## config.mk

```make
export PLATFORM = sky130hd
export DESIGN_NAME = sif_cfg_port
export DESIGN_NICKNAME = d
export VERILOG_FILES = /design/src/rtl/sif_pkg.sv /design/src/rtl/sif_sync.sv /design/src/rtl/sif_frame_fsm.sv /design/src/rtl/sif_reg_bank.sv /design/src/rtl/sif_cfg_port.sv
export SDC_FILE = /design/constraint.sdc
export NUM_CORES = 1
export LEC_CHECK = 0
export BUFFER_PORTS_ARGS = -buffer_cell sky130_fd_sc_hd__buf_2
export CAP_MARGIN = 20
export CORE_MARGIN = 1.5
export CORE_UTILIZATION = 62
export CTS_BUF_LIST = sky130_fd_sc_hd__clkbuf_8
export DETAILED_ROUTE_END_ITERATION = 10
export HOLD_SLACK_MARGIN = 0.15
export PLACE_DENSITY_LB_ADDON = 0.3
export REMOVE_ABC_BUFFERS = 1
export SLEW_MARGIN = 20
export SYNTH_ARGS = -nofsm -noshare
export SYNTH_HDL_FRONTEND = slang
export SYNTH_SLANG_ARGS = --single-unit
export TNS_END_PERCENT = 50
```

## constraint.sdc

```tcl
create_clock -name clk -period 3.5 [get_ports clk]
set_clock_uncertainty 0.05 [all_clocks]
set_input_delay 0.7 -clock clk [delete_from_list [all_inputs] [get_ports clk]]
set_output_delay 0.7 -clock clk [all_outputs]
set_load 0.1 [all_outputs]
```

## src/rtl/sif_pkg.sv

```systemverilog
package sif_pkg;

    typedef enum logic [2:0] {
        ST_IDLE,
        ST_HEADER,
        ST_WRITE,
        ST_READ,
        ST_DISCARD
    } sif_state_t;

    localparam int HDR_BITS = 5;
    localparam int NUM_REGS = 4;
    localparam int ADDR_W   = 2;

endpackage

```

## src/rtl/sif_sync.sv

```systemverilog
module sif_sync #(
    parameter int               WIDTH   = 3,
    parameter int               STAGES  = 2,
    parameter logic [WIDTH-1:0] RST_VAL = '0
) (
    input  logic             clk,
    input  logic             rst_n,
    input  logic [WIDTH-1:0] d,
    output logic [WIDTH-1:0] q
);

    logic [WIDTH-1:0] pipe [STAGES];

    always_ff @(posedge clk or negedge rst_n) begin
        if (!rst_n) begin
            for (int s = 0; s < STAGES; s++) pipe[s] <= RST_VAL;
        end else begin
            pipe[0] <= d;
            for (int s = 1; s < STAGES; s++) pipe[s] <= pipe[s-1];
        end
    end

    assign q = pipe[STAGES-1];

endmodule

```

## src/rtl/sif_frame_fsm.sv

```systemverilog
module sif_frame_fsm
    import sif_pkg::*;
#(
    parameter int W0   = 11,
    parameter int W1   = 8,
    parameter int W2   = 10,
    parameter int W3   = 6,
    parameter int MAXW = 11
) (
    input  logic              clk,
    input  logic              rst_n,
    input  logic              sck_lvl,
    input  logic              sl_lvl,
    input  logic              sdi,
    input  logic [MAXW-1:0]   rd_word,
    output logic              ld_stb,
    output logic [ADDR_W-1:0] ld_addr,
    output logic [MAXW-1:0]   ld_data,
    output logic [ADDR_W-1:0] rd_addr,
    output logic              sdo,
    output logic              sdo_oe
);

    localparam int CNTW = $clog2(MAXW + 1);
    localparam int HCW  = $clog2(HDR_BITS + 1);

    function automatic logic [CNTW-1:0] reg_len(input logic [ADDR_W-1:0] a);
        unique case (a)
            2'd0:    return CNTW'(W0);
            2'd1:    return CNTW'(W1);
            2'd2:    return CNTW'(W2);
            default: return CNTW'(W3);
        endcase
    endfunction

    sif_state_t            state, state_nx;
    logic                  sck_prev, sl_prev;
    logic                  sck_rise, sck_fall, sl_rise;
    logic [HCW-1:0]        hdr_cnt;
    logic [HDR_BITS-2:0]   hdr;
    logic [ADDR_W-1:0]     cur_addr;
    logic [CNTW-1:0]       bit_cnt;
    logic [CNTW-1:0]       cur_len;
    logic [MAXW-1:0]       acc, acc_nx;
    logic                  hdr_last, wr_done;

    assign sck_rise = sck_lvl & ~sck_prev;
    assign sck_fall = ~sck_lvl & sck_prev;
    assign sl_rise  = sl_lvl & ~sl_prev;
    assign cur_len  = reg_len(cur_addr);
    assign hdr_last = (hdr_cnt == HCW'(HDR_BITS - 1));
    assign wr_done  = (bit_cnt == cur_len - 1'b1);
    assign rd_addr  = cur_addr;

    always_comb begin
        acc_nx          = acc;
        acc_nx[bit_cnt] = sdi;
    end

    // state register
    always_ff @(posedge clk or negedge rst_n) begin
        if (!rst_n) state <= ST_IDLE;
        else        state <= state_nx;
    end

    // next-state logic
    always_comb begin
        state_nx = state;
        unique case (state)
            ST_IDLE:    if (!sl_lvl) state_nx = ST_HEADER;
            ST_HEADER:  if (sck_rise && hdr_last) begin
                            if (sdi || hdr[3])  state_nx = ST_DISCARD;
                            else if (hdr[0])    state_nx = ST_READ;
                            else                state_nx = ST_WRITE;
                        end
            ST_WRITE:   if (sck_rise && wr_done && cur_addr == ADDR_W'(NUM_REGS - 1))
                            state_nx = ST_DISCARD;
            ST_READ:    if (sck_fall && bit_cnt == cur_len) state_nx = ST_DISCARD;
            ST_DISCARD: state_nx = ST_DISCARD;
            default:    state_nx = ST_IDLE;
        endcase
        if (sl_rise) state_nx = ST_IDLE;
    end

    // header capture, data counters, load strobe
    always_ff @(posedge clk or negedge rst_n) begin
        if (!rst_n) begin
            sck_prev <= 1'b0;
            sl_prev  <= 1'b1;
            hdr_cnt  <= '0;
            hdr      <= '0;
            cur_addr <= '0;
            bit_cnt  <= '0;
            acc      <= '0;
            ld_stb   <= 1'b0;
            ld_addr  <= '0;
            ld_data  <= '0;
        end else begin
            sck_prev <= sck_lvl;
            sl_prev  <= sl_lvl;
            ld_stb   <= 1'b0;
            if (state == ST_IDLE) begin
                hdr_cnt <= '0;
                bit_cnt <= '0;
                acc     <= '0;
            end else if (!sl_rise) begin
                if (state == ST_HEADER && sck_rise) begin
                    if (hdr_last) begin
                        cur_addr <= {hdr[2], hdr[1]};
                        bit_cnt  <= '0;
                        acc      <= '0;
                    end else begin
                        hdr[hdr_cnt[1:0]] <= sdi;
                    end
                    hdr_cnt <= hdr_cnt + 1'b1;
                end
                if (state == ST_WRITE && sck_rise) begin
                    if (wr_done) begin
                        ld_stb   <= 1'b1;
                        ld_addr  <= cur_addr;
                        ld_data  <= acc_nx;
                        acc      <= '0;
                        bit_cnt  <= '0;
                        cur_addr <= cur_addr + 1'b1;
                    end else begin
                        acc     <= acc_nx;
                        bit_cnt <= bit_cnt + 1'b1;
                    end
                end
                if (state == ST_READ && sck_fall && bit_cnt < cur_len)
                    bit_cnt <= bit_cnt + 1'b1;
            end
        end
    end

    // read data outputs
    always_ff @(posedge clk or negedge rst_n) begin
        if (!rst_n) begin
            sdo    <= 1'b0;
            sdo_oe <= 1'b0;
        end else if (sl_rise || state != ST_READ) begin
            sdo_oe <= 1'b0;
        end else if (sck_fall) begin
            if (bit_cnt < cur_len) begin
                sdo    <= rd_word[bit_cnt];
                sdo_oe <= 1'b1;
            end else begin
                sdo_oe <= 1'b0;
            end
        end
    end

    p_hdr_bound_r1: assert property (@(posedge clk) disable iff (!rst_n)
        state == ST_HEADER |-> hdr_cnt < HCW'(HDR_BITS));

    p_wr_bound_r3: assert property (@(posedge clk) disable iff (!rst_n)
        state == ST_WRITE |-> bit_cnt < cur_len);

    p_load_src_r4: assert property (@(posedge clk) disable iff (!rst_n)
        ld_stb |-> $past(state) == ST_WRITE);

    p_oe_read_r8: assert property (@(posedge clk) disable iff (!rst_n)
        sdo_oe |-> $past(state) == ST_READ);

    p_oe_framed_r9: assert property (@(posedge clk) disable iff (!rst_n)
        sl_lvl && $past(sl_lvl) |-> !sdo_oe);

endmodule

```

## src/rtl/sif_reg_bank.sv

```systemverilog
module sif_reg_bank
    import sif_pkg::*;
#(
    parameter int W0   = 11,
    parameter int W1   = 8,
    parameter int W2   = 10,
    parameter int W3   = 6,
    parameter int MAXW = 11
) (
    input  logic                          clk,
    input  logic                          rst_n,
    input  logic                          ld_stb,
    input  logic [ADDR_W-1:0]             ld_addr,
    input  logic [MAXW-1:0]               ld_data,
    input  logic                          commit,
    input  logic [ADDR_W-1:0]             rd_addr,
    output logic [MAXW-1:0]               rd_word,
    output logic [NUM_REGS-1:0][MAXW-1:0] live_all
);

    function automatic int wid(input int i);
        case (i)
            0:       return W0;
            1:       return W1;
            2:       return W2;
            default: return W3;
        endcase
    endfunction

    for (genvar i = 0; i < NUM_REGS; i++) begin : g_reg
        localparam int WI = wid(i);
        logic [WI-1:0] shadow_q, live_q;
        logic          pend_q;

        always_ff @(posedge clk or negedge rst_n) begin
            if (!rst_n) begin
                shadow_q <= '0;
                live_q   <= '0;
                pend_q   <= 1'b0;
            end else if (commit) begin
                if (pend_q) live_q <= shadow_q;
                pend_q <= 1'b0;
            end else if (ld_stb && ld_addr == ADDR_W'(i)) begin
                shadow_q <= ld_data[WI-1:0];
                pend_q   <= 1'b1;
            end
        end

        assign live_all[i] = MAXW'(live_q);
    end

    assign rd_word = live_all[rd_addr];

    p_live_hold_r2: assert property (@(posedge clk) disable iff (!rst_n)
        !commit |=> $stable(live_all));

endmodule

```

## src/rtl/sif_cfg_port.sv

```systemverilog
module sif_cfg_port
    import sif_pkg::*;
#(
    parameter int W_GAIN_A = 11,
    parameter int W_CLAMP  = 8,
    parameter int W_CTRL   = 10,
    parameter int W_GAIN_B = 6,
    parameter int SYNC_STG = 2
) (
    input  logic                clk,
    input  logic                rst_n,
    input  logic                sck,
    input  logic                sl,
    input  logic                sdata_i,
    output logic                sdata_o,
    output logic                sdata_oe,
    output logic [W_GAIN_A-1:0] gain_a,
    output logic [W_CLAMP-1:0]  clamp_lvl,
    output logic [W_CTRL-1:0]   ctrl_word,
    output logic [W_GAIN_B-1:0] gain_b
);

    localparam int MAX01 = (W_GAIN_A > W_CLAMP) ? W_GAIN_A : W_CLAMP;
    localparam int MAX23 = (W_CTRL > W_GAIN_B) ? W_CTRL : W_GAIN_B;
    localparam int MAXW  = (MAX01 > MAX23) ? MAX01 : MAX23;

    logic [2:0]                   sync_q;
    logic                         ld_stb;
    logic [ADDR_W-1:0]            ld_addr, rd_addr;
    logic [MAXW-1:0]              ld_data, rd_word;
    logic [NUM_REGS-1:0][MAXW-1:0] live_all;
    logic                         sl_lvl, sl_dly, commit;

    sif_sync #(.WIDTH(3), .STAGES(SYNC_STG), .RST_VAL(3'b010)) u_sync (
        .clk   (clk),
        .rst_n (rst_n),
        .d     ({sdata_i, sl, sck}),
        .q     (sync_q)
    );

    assign sl_lvl = sync_q[1];

    always_ff @(posedge clk or negedge rst_n) begin
        if (!rst_n) sl_dly <= 1'b1;
        else        sl_dly <= sl_lvl;
    end
    assign commit = sl_lvl & ~sl_dly;

    sif_frame_fsm #(.W0(W_GAIN_A), .W1(W_CLAMP), .W2(W_CTRL), .W3(W_GAIN_B), .MAXW(MAXW)) u_fsm (
        .clk     (clk),
        .rst_n   (rst_n),
        .sck_lvl (sync_q[0]),
        .sl_lvl  (sl_lvl),
        .sdi     (sync_q[2]),
        .rd_word (rd_word),
        .ld_stb  (ld_stb),
        .ld_addr (ld_addr),
        .ld_data (ld_data),
        .rd_addr (rd_addr),
        .sdo     (sdata_o),
        .sdo_oe  (sdata_oe)
    );

    sif_reg_bank #(.W0(W_GAIN_A), .W1(W_CLAMP), .W2(W_CTRL), .W3(W_GAIN_B), .MAXW(MAXW)) u_bank (
        .clk      (clk),
        .rst_n    (rst_n),
        .ld_stb   (ld_stb),
        .ld_addr  (ld_addr),
        .ld_data  (ld_data),
        .commit   (commit),
        .rd_addr  (rd_addr),
        .rd_word  (rd_word),
        .live_all (live_all)
    );

    assign gain_a    = live_all[0][W_GAIN_A-1:0];
    assign clamp_lvl = live_all[1][W_CLAMP-1:0];
    assign ctrl_word = live_all[2][W_CTRL-1:0];
    assign gain_b    = live_all[3][W_GAIN_B-1:0];

endmodule

```

# Word-level counts from Yosys, hierarchy flattened
# Index checks and enable logic that the tools add are counted.
# word_totals
ff_bits	125
input_bits	5
output_inout_bits	37
elab_cells	165
# op_classes
n_addsub	4
n_lt_le_gt_ge	6
eq_ne	19
n_mux	54
bitwise	10
n_reduce_logical	45
# op_table
cell	count
11-bit two-way mux	7
4-bit two-way mux	7
3-bit two-way mux	9
11-bit binary-select mux with 2-bit select	1
2-bit AND reduction	10
1-bit two-way mux	19
3-bit one-hot mux with 5 select lines	1
1-bit logical AND	14
4-bit one-hot mux with 3 select lines	1
4-bit AND reduction	3
2-bit nonzero test	6
11-bit bitwise mux	1
3-bit by 1-bit != test with 1-bit output (second input constant)	3
3-bit AND reduction	3
2-bit equality test (second input constant)	4
4-bit equality test	2
2-bit two-way mux	4
4-bit nonzero test	2
1-bit NOT	7
3-bit by 2-bit equality test with 1-bit output (second input constant)	2
3-bit equality test (second input constant)	2
2-bit by 3-bit less-than comparator with 1-bit output (second input constant)	2
3-bit by 2-bit != test with 1-bit output (second input constant)	2
3-bit nonzero test	2
other kinds (19)	24

# Depth between registers and ports, before layout
# depth
word_depth	9
depth_mapped	10
mapped_depth_nobuf	9

# Modules after synthesis
# Synthesis repeated with hierarchy kept, for this count alone.
# unflattened
hier_cells	497
area_unflattened_um2	6093.3
# by_module_without_submodules
mod	instances	cells_per_inst	area_each_um2	seq_area_each_um2
sif_reg_bank	1	197	3186.8	1851.8
sif_frame_fsm	1	289	2691.3	1127.3
sif_sync	1	9	175.2	152.6
sif_cfg_port	1	2	40.0	26.3

# Least setup slack after synthesis
# Ideal clock, no wire load.
# synth_path
path_kind	reg-to-reg
startpoint	register u_fsm.cur_addr[1], in the netlist u_fsm.rd_addr[1]
endpoint	register u_fsm.state[0]
setup_ns	0.125
arrival_ns	2.649
required_time_ns	3.325
setup_slack_ns	0.676
stages_incl_launch_ff	11
path_buffers	1
period_less_slack_ns	2.824
cell_sequence	dfrtp_1 clkbuf_1 inv_1 ha_1 ha_1 nand2b_1 or4_4 nand2_2 nand3_1 a41o_1 mux2_4
# synth_via
elab_chain_len	8
elab_cells_between_ends	14
classes_between	add/sub: 1; eq/ne: 7; mux: 1; reduce/logical: 5
# synth_rtl
element	line	text
start: declaration	sif_frame_fsm.sv:41	logic [ADDR_W-1:0] cur_addr;
start signal: assignment	sif_frame_fsm.sv:109	cur_addr <= {hdr[2], hdr[1]};
start signal: assignment	sif_frame_fsm.sv:124	cur_addr <= cur_addr + 1'b1;
2-bit equality test, or another cell as far along	sif_frame_fsm.sv:28	unique case (a)
4-bit one-hot mux with 3 select lines	sif_frame_fsm.sv:28	
4-bit by 1-bit subtractor with 4-bit output	sif_frame_fsm.sv:52	assign wr_done = (bit_cnt == cur_len - 1'b1);
4-bit equality test	sif_frame_fsm.sv:52	
1-bit logical AND (2 in a row)	sif_frame_fsm.sv:76	ST_WRITE: if (sck_rise && wr_done && cur_addr == ADDR_W'(NUM_REGS - 1))
3-bit by 1-bit != test with 1-bit output (no line)	--	
4-bit AND reduction (no line) *	--	
end signal: assignment	sif_frame_fsm.sv:63	else state <= state_nx;
end: declaration	sif_frame_fsm.sv:36	sif_state_t state, state_nx;
# Mark *: on every way between the ends. The rest lies on a longest branch, timed or not.
# A chain may end at the register's enable or synchronous reset.

# Worst setup path after layout
# layout_path
startpoint	register u_fsm.cur_addr[1], in the netlist u_fsm.rd_addr[1]
endpoint	register u_fsm.acc[3]
# layout_via
elab_chain_len	8
elab_cells_between_ends	10
classes_between	add/sub: 1; eq/ne: 3; mux: 5; reduce/logical: 1
# layout_rtl
element	line	text
2-bit equality test, or another cell as far along	sif_frame_fsm.sv:28	
4-bit one-hot mux with 3 select lines *	sif_frame_fsm.sv:28	
4-bit by 1-bit subtractor with 4-bit output *	sif_frame_fsm.sv:52	
4-bit equality test *	sif_frame_fsm.sv:52	
11-bit two-way mux *	sif_frame_fsm.sv:118	if (wr_done) begin
11-bit two-way mux *	sif_frame_fsm.sv:117	if (state == ST_WRITE && sck_rise) begin
11-bit two-way mux *	sif_frame_fsm.sv:106	end else if (!sl_rise) begin
11-bit two-way mux *	sif_frame_fsm.sv:102	if (state == ST_IDLE) begin
end signal: assignment	sif_frame_fsm.sv:126	acc <= acc_nx;
end: declaration	sif_frame_fsm.sv:44	logic [MAXW-1:0] acc, acc_nx;
# Mark *: on every way between the ends. The rest lies on a longest branch, timed or not. The select of a mux whose other input is x is not followed.

==> reports/qor.yml <==
global_route:
  grt_overflow_total: 0
  grt_pass1_vias: 3973
  grt_pass1_wl_mm: 20.5
  grt_usage: 0.280
  antenna_found_initial: 0
  grt_max_degree: 89
die:
  core-area_mm2: 0.00881
  start_util: 0.645
  rows: 34
  die_x_um: 98.7
  die-area_mm2: 0.00975
  pin_count: 42
  die_y_um: 98.7
setup_path:
  worstPathMaxFanout: 13
  cpMaxStageDelayCell: "dfrtp_1"
  path_cells: "inv_1, ha_1, ha_1, nand2b_1, or4_4, and3b_1, nand2_1, o22ai_1"
  end_kind: "flip-flop"
  path_class: "flip-flop to flip-flop"
  cp.required_ps: 3750
  ff2ff_path_depth: 8
  cp_common_cell: "ha_1"
  critPathMaxStageDelay_ps: 570
  cp-start-kind: "flip-flop"
  cp.arrival_ps: 3230
power:
  p_int_w: 0.00245
  leakagePower_nw: 3.27
  p_sw_w: 0.000999
  power.density_mw_per_mm2: 535
  p_sw_frac: 0.289
  seq_power_share: 0.450
  power_frac_comb: 0.141
  vdd_ir_drop_max_mv: 0.329
  clkPwrFrac: 0.410
layout:
  regArea_mm2: 0.00313
  nFillCells: 572
  layout-drive-gt1-share: 0.333
  fin_cells: 634
  nets: 533
  multi_input_area_mm2: 0.00239
  syn_to_final_growth_pct: 13.5
  n_antenna_cell: 0
synthesis:
  netlist_instances: 465
  synth_edf_count: 0
  synth_cell_types: 49
  synth_mux_area_frac: 0.213
  synthAdderAreaFrac: 0.0330
  synthSimpleGateAreaFrac: 0.0962
  syn_avg_cell_area_um2: 12.2
  synth_ff_type: "dfrtp_1"
  ys_seq_elements: 125
  yosys_warnings: 0
  synth-xor-area-share: 0.00771
  synth_top_family_by_area: "multiplexers"
  synth_seq_area_share: 0.551
  synth-compound-area-share: 0.0694
  synthesis.area_mm2: 0.00568
  async_flop_share: 1.00
drt:
  postRouteAntennaNets: 0
  dr.first_iter.drc_count: 372
  wl_per_cell_um: 19.7
  drc_errors: 0
  wl_mm: 12.5
  detail_route.vias_per_cell: 6.19
  dr.pass1.iters: 7
  vias: 3924
cts:
  htree_num_levels: 4
  cts.path.max_buffers: 2
  cts_sinks: 125
  cts_setup_buffers: 0
  ctsHoldBuffers: 0
  cts_root_buf: "clkbuf_8"
  insertion_delay_ps: 440
  cts_buffers: 17
  cts_resized: 0
  cts_tree: "built"
  clk_pin_slew_ps: 80
placed_design:
  pre_cts_slack_ps: 572
  place_congestion: 0.912
  port_buffers: 41
  place_inst: 602
  dpl.hpwl_mm: 8.34
timing:
  hold_violations: 0
  max_freq_ghz: 0.336
  finalCritPeriodShare: 0.849
  slew_headroom: 0.479
  setup_viol_count_final: 0
  worst_pin_slew_ps: 779
  fin_ws_ps: 527
  rsz0062_at_grt: "no"
  setup-tns-final_ps: 0
  slew_violations: 0
  period_minus_slack_ps: 2970
status:
  outcome: "finished clean"
min_path:
  min_path_type: "input pin to async pin"
job:
  cap_violations: 0
==> final timing paths <==
path | slack, ps | to | startpoint
setup / recovery | 530 | u_fsm.acc[3] | u_fsm.rd_addr[1]
hold reg to reg | 290 | u_sync.q[2] | u_sync.pipe[5]
max in group asynchronous | 2410 | u_bank.g_reg[0].shadow_q[7] | rst_n
hold / removal | 170 | u_fsm.hdr_cnt[2] | rst_n
setup reg to reg | 530 | u_fsm.acc[3] | u_fsm.rd_addr[1]
min in group clk | 290 | u_sync.q[2] | u_sync.pipe[5]
==> routing by layer <==
metal	track usage	vias to the layer above	wire, µm
met5	0	-	0
met4	0.108	0	264
met3	0.0780	26	771
met2	0.435	159	6150
met1	0.380	1996	5310
li1	-	1743	-
==> flip-flops by register name, summed over array words and instances (netlist names), 2 cells and up <==
name / flops
u_fsm.hdr: 4
u_bank.g.live_q: 35
u_fsm.hdr_cnt: 3
u_fsm.ld_data: 11
u_fsm.rd_addr: 2
u_bank.g.pend_q: 4
u_fsm.state: 3
u_fsm.ld_addr: 2
u_sync.q: 3
u_sync.pipe: 3
u_fsm.acc: 11
u_fsm.bit_cnt: 4
u_bank.g.shadow_q: 35
==> critical path, delay by kind of cell, from the launching register on <==
| kind | cells | cell delay, ps |
|---|---|---|
| simple gates | 4 | 1360 |
| compound gates | 1 | 160 |
| flops | 1 | 570 |
| buf+inv | 1 | 130 |
| fa+ha+maj | 2 | 550 |
==> layout by cell type, fill, tap and decap left out, types with 12 or more instances in the layout <==
master    instances
nor2_1           30
mux2i_1          16
a21oi_1          29
o22ai_1          12
nand2_1          44
mux2_2           76
inv_1            22
buf_2            40
clkbuf_8         17
dfrtp_1         122
ha_1             15
==> synthesized netlist by cell type, drive strengths merged (2+ instances only) <==
cell | n | area share
nand2 | 45 | 0.030
and3 | 3 | 0.0033
buf | 8 | 0.0081
clkbuf | 11 | 0.0073
nor2b | 3 | 0.0033
nor3b | 2 | 0.0035
nor3 | 6 | 0.0053
dfstp | 3 | 0.014
a21oi | 30 | 0.028
a31oi | 5 | 0.0066
xor2 | 2 | 0.0031
dfrtp | 122 | 0.54
nand3 | 8 | 0.0070
o21ai | 5 | 0.0044
nand2b | 5 | 0.0055
inv | 21 | 0.014
xnor2 | 3 | 0.0046
mux4 | 8 | 0.032
mux2i | 16 | 0.028
o22ai | 12 | 0.013
mux2 | 77 | 0.15
nor2 | 30 | 0.020
a21o | 3 | 0.0040
nand4 | 4 | 0.0044
ha | 15 | 0.033
nor4b | 2 | 0.0031
==> area by class of cell <==
class | count | area share
tap | 108 | 0.0210
multi-input combinational | 300 | 0.370
clock buffer | 17 | 0.0363
inverter | 21 | 0.0122
sequential | 125 | 0.486
timing repair buffer | 48 | 0.0423
clock inverter | 15 | 0.0324
==> through the flow <==
step | total power, W | utilization | hold WS, ps | instance area (µm²)
after detailed placement | 0.00206 | 0.682 | 287 | 6010
after global placement | 0.00204 | 0.682 | 285 | 6010
after global routing | 0.00359 | 0.732 | 197 | 6450
after floorplan | 0.00190 | - | 281 | 5590
after CTS | 0.00346 | 0.732 | 177 | 6450
final | 0.00345 | 0.732 | 172 | 6450
==> power groups by stage <==
stage          sequential (W)  combinational (W)  clock, W
2_1_floorplan         0.00161           0.000289         0
3_3_place_gp          0.00158           0.000461         0
3_5_place_dp          0.00158           0.000476         0
4_1_cts               0.00155           0.000478   0.00143
5_1_grt               0.00156           0.000535   0.00149
6_report              0.00155           0.000485   0.00142
==> logic make-up after synthesis <==
group                      count (synthesis)
muxes                                    101
buffers and inverters                     40
AOI/OAI and AO/OA                         63
DFF                                      125
and+or+nand+nor                          116
adders and majority gates                 15
xor gates and xnor gates                   5
Note: power is estimated with default switching activity, not from simulation.
